$ cat src/rtl/row_group_logger.sv
module row_group_logger #(
  parameter int NPIX  = 48,
  parameter int GRP   = 6,
  parameter int TW    = 17,
  parameter int DEPTH = 19,
  localparam int NGRP = NPIX / GRP,
  localparam int IDW  = $clog2(NGRP),
  localparam int PW   = $clog2(DEPTH),
  localparam int WW   = TW + IDW + GRP
) (
  input  logic          clk,
  input  logic          rst_n,
  input  logic          sample_go,
  input  logic [NPIX-1:0] hit_in,
  input  logic [TW-1:0] time_in,
  input  logic          mask_shift,
  input  logic          mask_sdi,
  input  logic          rd_req,
  output logic [WW-1:0] rd_data,
  output logic [PW-1:0] wr_ptr,
  output logic [PW-1:0] rd_ptr,
  output logic          empty,
  output logic          full,
  output logic          overflow
);

  logic [NPIX-1:0] mask, lat;
  logic [TW-1:0]   tlat;
  logic            scan;
  logic [IDW-1:0]  gidx;
  logic [PW:0]     cnt;
  logic [WW-1:0]   bank [DEPTH];

  logic [GRP-1:0] pat;
  assign pat = lat[gidx*GRP +: GRP];

  logic qual, do_wr, do_rd;
  assign qual  = scan && ($countones(pat) > 1);
  assign empty = (cnt == '0);
  assign full  = (cnt == (PW+1)'(DEPTH));
  assign do_wr = qual && !full;
  assign do_rd = rd_req && !empty;
  assign rd_data = bank[rd_ptr];

  function automatic logic [PW-1:0] nxt(input logic [PW-1:0] p);
    return (p == PW'(DEPTH-1)) ? '0 : p + 1'b1;
  endfunction

  always_ff @(posedge clk or negedge rst_n)
    if (!rst_n) mask <= '1;
    else if (mask_shift) mask <= {mask[NPIX-2:0], mask_sdi};

  always_ff @(posedge clk or negedge rst_n)
    if (!rst_n) begin
      lat  <= '0;
      tlat <= '0;
      scan <= 1'b0;
      gidx <= '0;
    end else if (!scan) begin
      if (sample_go) begin
        lat  <= hit_in & mask;
        tlat <= time_in;
        scan <= 1'b1;
        gidx <= '0;
      end
    end else begin
      gidx <= gidx + 1'b1;
      if (gidx == IDW'(NGRP-1)) scan <= 1'b0;
    end

  always_ff @(posedge clk or negedge rst_n)
    if (!rst_n) begin
      wr_ptr   <= '0;
      rd_ptr   <= '0;
      cnt      <= '0;
      overflow <= 1'b0;
    end else begin
      if (do_wr) wr_ptr <= nxt(wr_ptr);
      if (do_rd) rd_ptr <= nxt(rd_ptr);
      if (qual && full) overflow <= 1'b1;
      case ({do_wr, do_rd})
        2'b10:   cnt <= cnt + 1'b1;
        2'b01:   cnt <= cnt - 1'b1;
        default: cnt <= cnt;
      endcase
    end

  always_ff @(posedge clk)
    if (do_wr) bank[wr_ptr] <= {tlat, gidx, pat};


  overflow_sticky_chk: assert property (@(posedge clk) disable iff (!rst_n)
    overflow |=> overflow);


  drop_holds_wptr_chk: assert property (@(posedge clk) disable iff (!rst_n)
    (qual && full) |=> ($stable(wr_ptr) && overflow));


  empty_read_chk: assert property (@(posedge clk) disable iff (!rst_n)
    (rd_req && empty) |=> $stable(rd_ptr));


  latch_hold_chk: assert property (@(posedge clk) disable iff (!rst_n)
    (scan && sample_go) |=> $stable(lat));


  ptr_range_chk: assert property (@(posedge clk) disable iff (!rst_n)
    ({1'b0, wr_ptr} < (PW+1)'(DEPTH)) && ({1'b0, rd_ptr} < (PW+1)'(DEPTH)));


  full_empty_excl_chk: assert property (@(posedge clk) disable iff (!rst_n)
    !(full && empty));

endmodule

$ cat config.mk
export PLATFORM = sky130hd
export DESIGN_NAME = row_group_logger
export DESIGN_NICKNAME = d
export VERILOG_FILES = /design/src/rtl/row_group_logger.sv
export SDC_FILE = /design/constraint.sdc
export NUM_CORES = 1
export LEC_CHECK = 0
export ABC_AREA = 1
export CAP_MARGIN = 25
export CORE_AREA = 5 5 229 231
export CTS_CLUSTER_DIAMETER = 100
export DETAILED_ROUTE_END_ITERATION = 12
export DIE_AREA = 0 0 234 236
export PLACE_DENSITY_LB_ADDON = 0.12
export SLEW_MARGIN = 10
export SYNTH_ARGS = -nofsm -noshare
export SYNTH_HDL_FRONTEND = slang
export SYNTH_SLANG_ARGS = --single-unit
$ cat constraint.sdc
create_clock -name clk -period 8.1 [get_ports clk]
set_clock_uncertainty 0.1 [all_clocks]
set_input_delay 2.43 -clock clk [delete_from_list [all_inputs] [get_ports clk]]
set_output_delay 2.43 -clock clk [all_outputs]
set_load 0.005 [all_outputs]
==> results.cfg, run 1 <==
[status]
status = finished, final reports clean

[worst_hold_path]
min_from = mask[26]$_DFFE_PN1P_
min_path_type = reg2reg

[sta]
relSlewSlack_pct = 30.6
fmax_ghz = 0.150
layout_min_cycle_time_ps = 6650
setup_tns_ps = 0
rsz0062_at_grt = false
tightest_slew_ps = 1040
fin_crit_sh_pct = 82.1
setup_viol = 0
hold_violations = 0
slew_viol_final = 0

[grt]
met2_usage_pct = 40.5
grtUsageMet3_pct = 3.52
grt-ovfl-total = 0
grt_first_pass_wirelength_mm = 103
use_met1_pct = 32.8
grt_pass1_vias = 18000
antenna_found_initial = 0
grt_start_max_net_pins = 211
grt-busiest-layer = met2
grtUsageTotal_pct = 24.3

[critical_path]
regToRegStartpoint = gidx[0]$_DFFE_PN0P_
crit_fanout = 26
crit_chain = inv_1, a21oi_1, o21ai_0, nand3_1, o21a_1, fa_1, inv_1, fa_1, inv_1, nand2_1, fa_1, a21oi_1, nand2_1, inv_1, nand2_1, nor2_4
path_class = reg2reg
crit_top_cell = inv_1
start_kind = flip-flop
cp.required_ps = 8210
cp_num_buf_inv = 4
critical-path-top-delay-family = simple AND/OR/NAND/NOR gates
slowest_delay_ps = 860
cp-end-kind = flip-flop
slowest_stage = nor2_4
crit_arrival_ps = 6760
startpoint = gidx[0]$_DFFE_PN0P_

[yosys]
postSynthAreaPerCell_sq_um = 10.1
ys_ff_latch = 628
syn_nets = 2771
syn_area_sq_um = 27200
ys_warn_count = 0
synthCells = 2683
yosysUniqueCellTypes = 33
ys_seq_area_share_pct = 67.2

[cts]
htree_levels = 3
post_cts_resized = 0
postCtsSetupBuffers = 0
cts-root-buf = clkbuf_16
ctsHoldBuffers = 0
numCtsBuffers = 67
cts_buffer_depth = 3
clkLatencyLatePin_ps = 590
path_clk_slew_ps = 60
numClockSinks = 628
cts_tree = yes

[drt]
viasPerCell = 5.24
vias = 18200
drtIter0Drc = 1531
wire_per_inst_microns = 19.2
drtPass1Iterations = 7
wirelength_mm = 66.9
ant_nets = 0
drc_errors = 0

[floorplanning]
die_width_microns = 234
die-area_sq_um = 55200
io_pins = 110
start_util_pct = 54.5
rows = 82
die-height_microns = 236
core_sq_um = 49900

[cells_and_area]
final_common_cell = nand2_1
final-instance-count-excl-fill = 3478
antenna_cells = 0
drive_gt1_share_pct = 6.95
syn2layout_area_growth_pct = 13.5
nets = 2846
final_cell_mix = nand2_1 (739), edfxtp_1 (494), inv_1 (414), nand3_1 (223), nor2_1 (215)

[pwr]
total_power_w = 0.0140
power_density_nw_per_um2 = 452
leakage_nw = 13.1
vdd_drop_max_mv = 0.615

[placement]
dp.cells = 3357
portBuffers = 109
dp_hpwl_mm = 40.4
routabilityCongestion = 0.857

[job]
cap_violations = 0
[metrics by stage]
stage	cell area [sq um]	worst slack, ps	util, %	hold WS, ps
floorplan	27200	2190	-	348
global placement	28700	1710	57.6	364
detailed placement	28700	1490	57.6	372
CTS	30800	1480	61.7	378
global route	30800	1070	61.9	395
finish	30800	1450	61.9	380
[flip-flops by register name, summed over array words and instances (netlist names)]
name / flops
bank: 494
cnt: 6
gidx: 3
lat: 48
mask: 48
overflow: 1
rd_ptr: 5
scan: 1
tlat: 17
wr_ptr: 5
[Yosys cell counts, drive strengths merged]
library cell / n / share of area (%)
nand2: 740 / 10
edfxtp: 494 / 55
inv: 419 / 5.8
nor2: 234 / 3.3
nand3: 223 / 4.1
o21ai: 189 / 3.5
buf: 96 / 2.2
dfrtp: 86 / 7.9
a21oi: 51 / 0.94
dfstp: 48 / 4.6
clkbuf: 33 / 0.47
a211oi: 26 / 0.72
ha: 13 / 0.60
xor2: 6 / 0.19
fa: 4 / 0.29
o21a: 4 / 0.11
nand3b: 3 / 0.083
xnor2: 3 / 0.097
mux2: 2 / 0.083
nand4: 2 / 0.046
nor3: 2 / 0.037
or2: 2 / 0.046
a21o: 1 / 0.028
and2: 1 / 0.023
o22ai: 1 / 0.023
[worst min-delay path: stages (launching register included)]
cell and delay (ps):
dfstp_2 370, inv_1 60, a21oi_1 60
[routing by layer]
layer | wire length (microns) | vias to the layer above
met1 | 27600 | 8794
met3 | 4100 | 111
met5 | 0 | -
met4 | 2070 | 0
met2 | 33100 | 553
li1 | - | 8784
[worst paths after layout]
kind                                          endpoint  slack [ps]  depth (start not counted)
min in group asynchronous          lat[20]$_DFFE_PN0P_        1700                          1
worst min register to register    mask[27]$_DFFE_PN1P_         380                          2
worst min-delay path              mask[27]$_DFFE_PN1P_         380                          2
worst max-delay path            bank[16][18]$_DFFE_PP_        1450                         16
max in group asynchronous         mask[41]$_DFFE_PN1P_        5120                          3
worst max register to register  bank[16][18]$_DFFE_PP_        1450                         16
[cell type report]
cell class | count | area [sq um]
timing repair buffer | 135 | 1390
fill | 4078 | 19000
clock inverter | 24 | 139
multi-input combinational | 1507 | 6760
sequential | 628 | 18300
inverter | 419 | 1580
clock buffer | 93 | 1880
tap | 672 | 841
[cell families after synthesis]
family | after synthesis | synth area share (%)
DFF | 628 | 67.2
xor gates and xnor gates | 9 | 0.290
adders and majority gates | 17 | 0.894
buffers and inverters | 548 | 8.44
and+or+nand+nor | 1207 | 17.8
AOI/OAI and AO/OA | 272 | 5.30
muxes | 2 | 0.0829
[where the power goes]
group / total, W / switching [W] / leakage [nW] / internal (W)
logic: 0.00550 / 0.00378 / 6.01 / 0.00172
clock network: 0.00285 / 0.00121 / 0.986 / 0.00164
registers: 0.00560 / 0.000651 / 6.10 / 0.00495
total: 0.0140 / 0.00564 / 13.1 / 0.00831
Power figures use the tool's default switching activity.
==> inputs of run 2 (changes only) <==
- clock period: 8.1 -> 5.4 ns (I/O delays scaled with it)
==> run 2 against run 1 <==
Cell count grew 0.75%. Global-route usage grew 0.21 points. Register-to-register slack lost 1200 ps. Fmax grew 30%. Worst hold slack lost 2.3 ps. Power grew 50%. Sequential share of layout area shrank 0.39 points.
==> results.cfg, run 2 (same netlist as run 1, synthesis figures left out) <==
[status]
status = finished, final reports clean

[critical_path]
cp.required_ps = 5590
start_kind = flip-flop
regToRegSetupSlack_ps = 270
regToRegStartpoint = gidx[0]$_DFFE_PN0P_
cp-end-kind = flip-flop
crit_fanout = 23
crit_arrival_ps = 5320
path_class = reg2reg
r2r_end = bank[1][16]$_DFFE_PP_
r2r_cells = 16

[sta]
layout_min_cycle_time_ps = 5130
slew_viol_final = 0
hold_violations = 0
tightest_slew_ps = 949
setup_viol = 0
rsz0062_at_grt = true
holdWs_ps = 378
fmax_ghz = 0.195
postLayoutSetupSlackWorst_ps = 268
setup_tns_ps = 0
fin_crit_sh_pct = 95.0
relSlewSlack_pct = 36.8

[cells_and_area]
top_register = bank
largest_reg_flops = 494
syn2layout_area_growth_pct = 14.3
final_cell_mix = nand2_1 (739), edfxtp_1 (494), inv_1 (413), nand3_1 (223), nor2_1 (215)
drive_gt1_share_pct = 8.02
antenna_cells = 0
reg.largest.list = bank x494, lat x48, mask x48
fin_area_sq_um = 31000
nets = 2869
final_common_cell = nand2_1

[worst_hold_path]
min_path_type = reg2reg
min_from = mask[14]$_DFFE_PN1P_
min_to = mask[15]$_DFFE_PN1P_
hold-path-cell-count = 2

[floorplanning]
die_width_microns = 234
core_sq_um = 49900
rows = 82
die-height_microns = 236
io_pins = 110
die-area_sq_um = 55200
start_util_pct = 54.5

[drt]
vias = 18300
wirelength_mm = 67.3
drtIter0Drc = 1476
wl_met2_mm = 32.9
wl_met1_mm = 28.5
viasPerCell = 5.23
highest_layer = met5
wl_met3_mm = 3.73
drtPass1Iterations = 5
ant_nets = 0
drc_errors = 0
wire_per_inst_microns = 19.2

[grt]
grt_start_max_net_pins = 161
grtUsageTotal_pct = 24.5
grt-ovfl-total = 0
grt_pass1_vias = 17900
antenna_found_initial = 1
grt_first_pass_wirelength_mm = 105

[cts]
numCtsBuffers = 61
numClockSinks = 628
cts_buffer_depth = 3
path_clk_slew_ps = 60
cts-root-buf = clkbuf_16
htree_levels = 2
clkLatencyLatePin_ps = 630
cts_tree = yes
ctsHoldBuffers = 0

[placement]
dpl_cell_area_sq_um = 29100
routabilityCongestion = 0.855
dp_hpwl_mm = 41.7
portBuffers = 109
place_ws_ps = 200

[pwr]
vdd_drop_max_mv = 0.732
leakage_nw = 13.2
power_density_nw_per_um2 = 674

[job]
cap_violations = 0
## run 2: cell types whose count changed in the layout (fill, tap and decap cells not counted), moves of 2 or more
cell       change
clkinv_1       -7
buf_4         +25
buf_12         +6
clkinv_2       +3
clkbuf_1       +2
clkbuf_16      -7
clkbuf_8       +6
## run 2: metal layers
layer	vias to the layer above	track usage [%]
li1	8841	-
met1	8877	34.1
met2	485	39.8
met3	111	3.84
met4	2	7.94
met5	-	0
## run 2: area by class of cell
type	instances	area [sq um]
clock buffers	95	1800
clock inverters	19	154
fillers	4051	18800
inverters	419	1580
multi-input cells	1507	6760
flip-flops and latches	628	18300
well taps	672	841
repair buffers	164	1660
## run 2: worst max path at each step
stage	start	end	slack, ps	cells past startpoint
3_3_place_gp	gidx[0]$_DFFE_PN0P_	bank[1][16]$_DFFE_PP_	330	17
2_1_floorplan	gidx[0]$_DFFE_PN0P_	bank[15][0]$_DFFE_PP_	-510	15
5_1_grt	gidx[0]$_DFFE_PN0P_	bank[1][1]$_DFFE_PP_	-110	16
6_report	gidx[0]$_DFFE_PN0P_	bank[1][16]$_DFFE_PP_	270	16
3_5_place_dp	gidx[0]$_DFFE_PN0P_	bank[12][16]$_DFFE_PP_	200	17
4_1_cts	gidx[0]$_DFFE_PN0P_	bank[12][4]$_DFFE_PP_	150	17
## run 2: report_power, final
| part | internal, W | total [W] | switching, W |
|---|---|---|---|
| clock | 0.00237 | 0.00415 | 0.00177 |
| sequential | 0.00741 | 0.00827 | 0.000864 |
| combinational | 0.00271 | 0.00852 | 0.00581 |
## run 2: worst max-delay path, stage by stage, from the launching register on
cell	delay, ps
dfrtp_1	390
clkinvlp_4	270
o21ai_0	250
nand2_1	90
o21a_1	210
fa_1	540
inv_1	50
fa_1	430
inv_1	70
nand2_1	70
fa_1	490
a21oi_1	250
nand2_1	230
inv_1	300
nand2_1	400
nor2_4	250
buf_4	360
## run 2: stage by stage
stage	total power, W	std cells	util (%)
after floorplan	0.0133	2683	-
after global placement	0.0168	3388	58.3
after detailed placement	0.0169	3388	58.3
after CTS	0.0211	3502	62.2
after global routing	0.0224	3504	62.3
final	0.0209	3504	62.3
## run 2: repair_timing
| item | CTS | global route |
|---|---|---|
| buffers inserted | 0 | 1 |
| setup endpoints to repair | 0 | 296 |
| resized for setup | 0 | 1 |
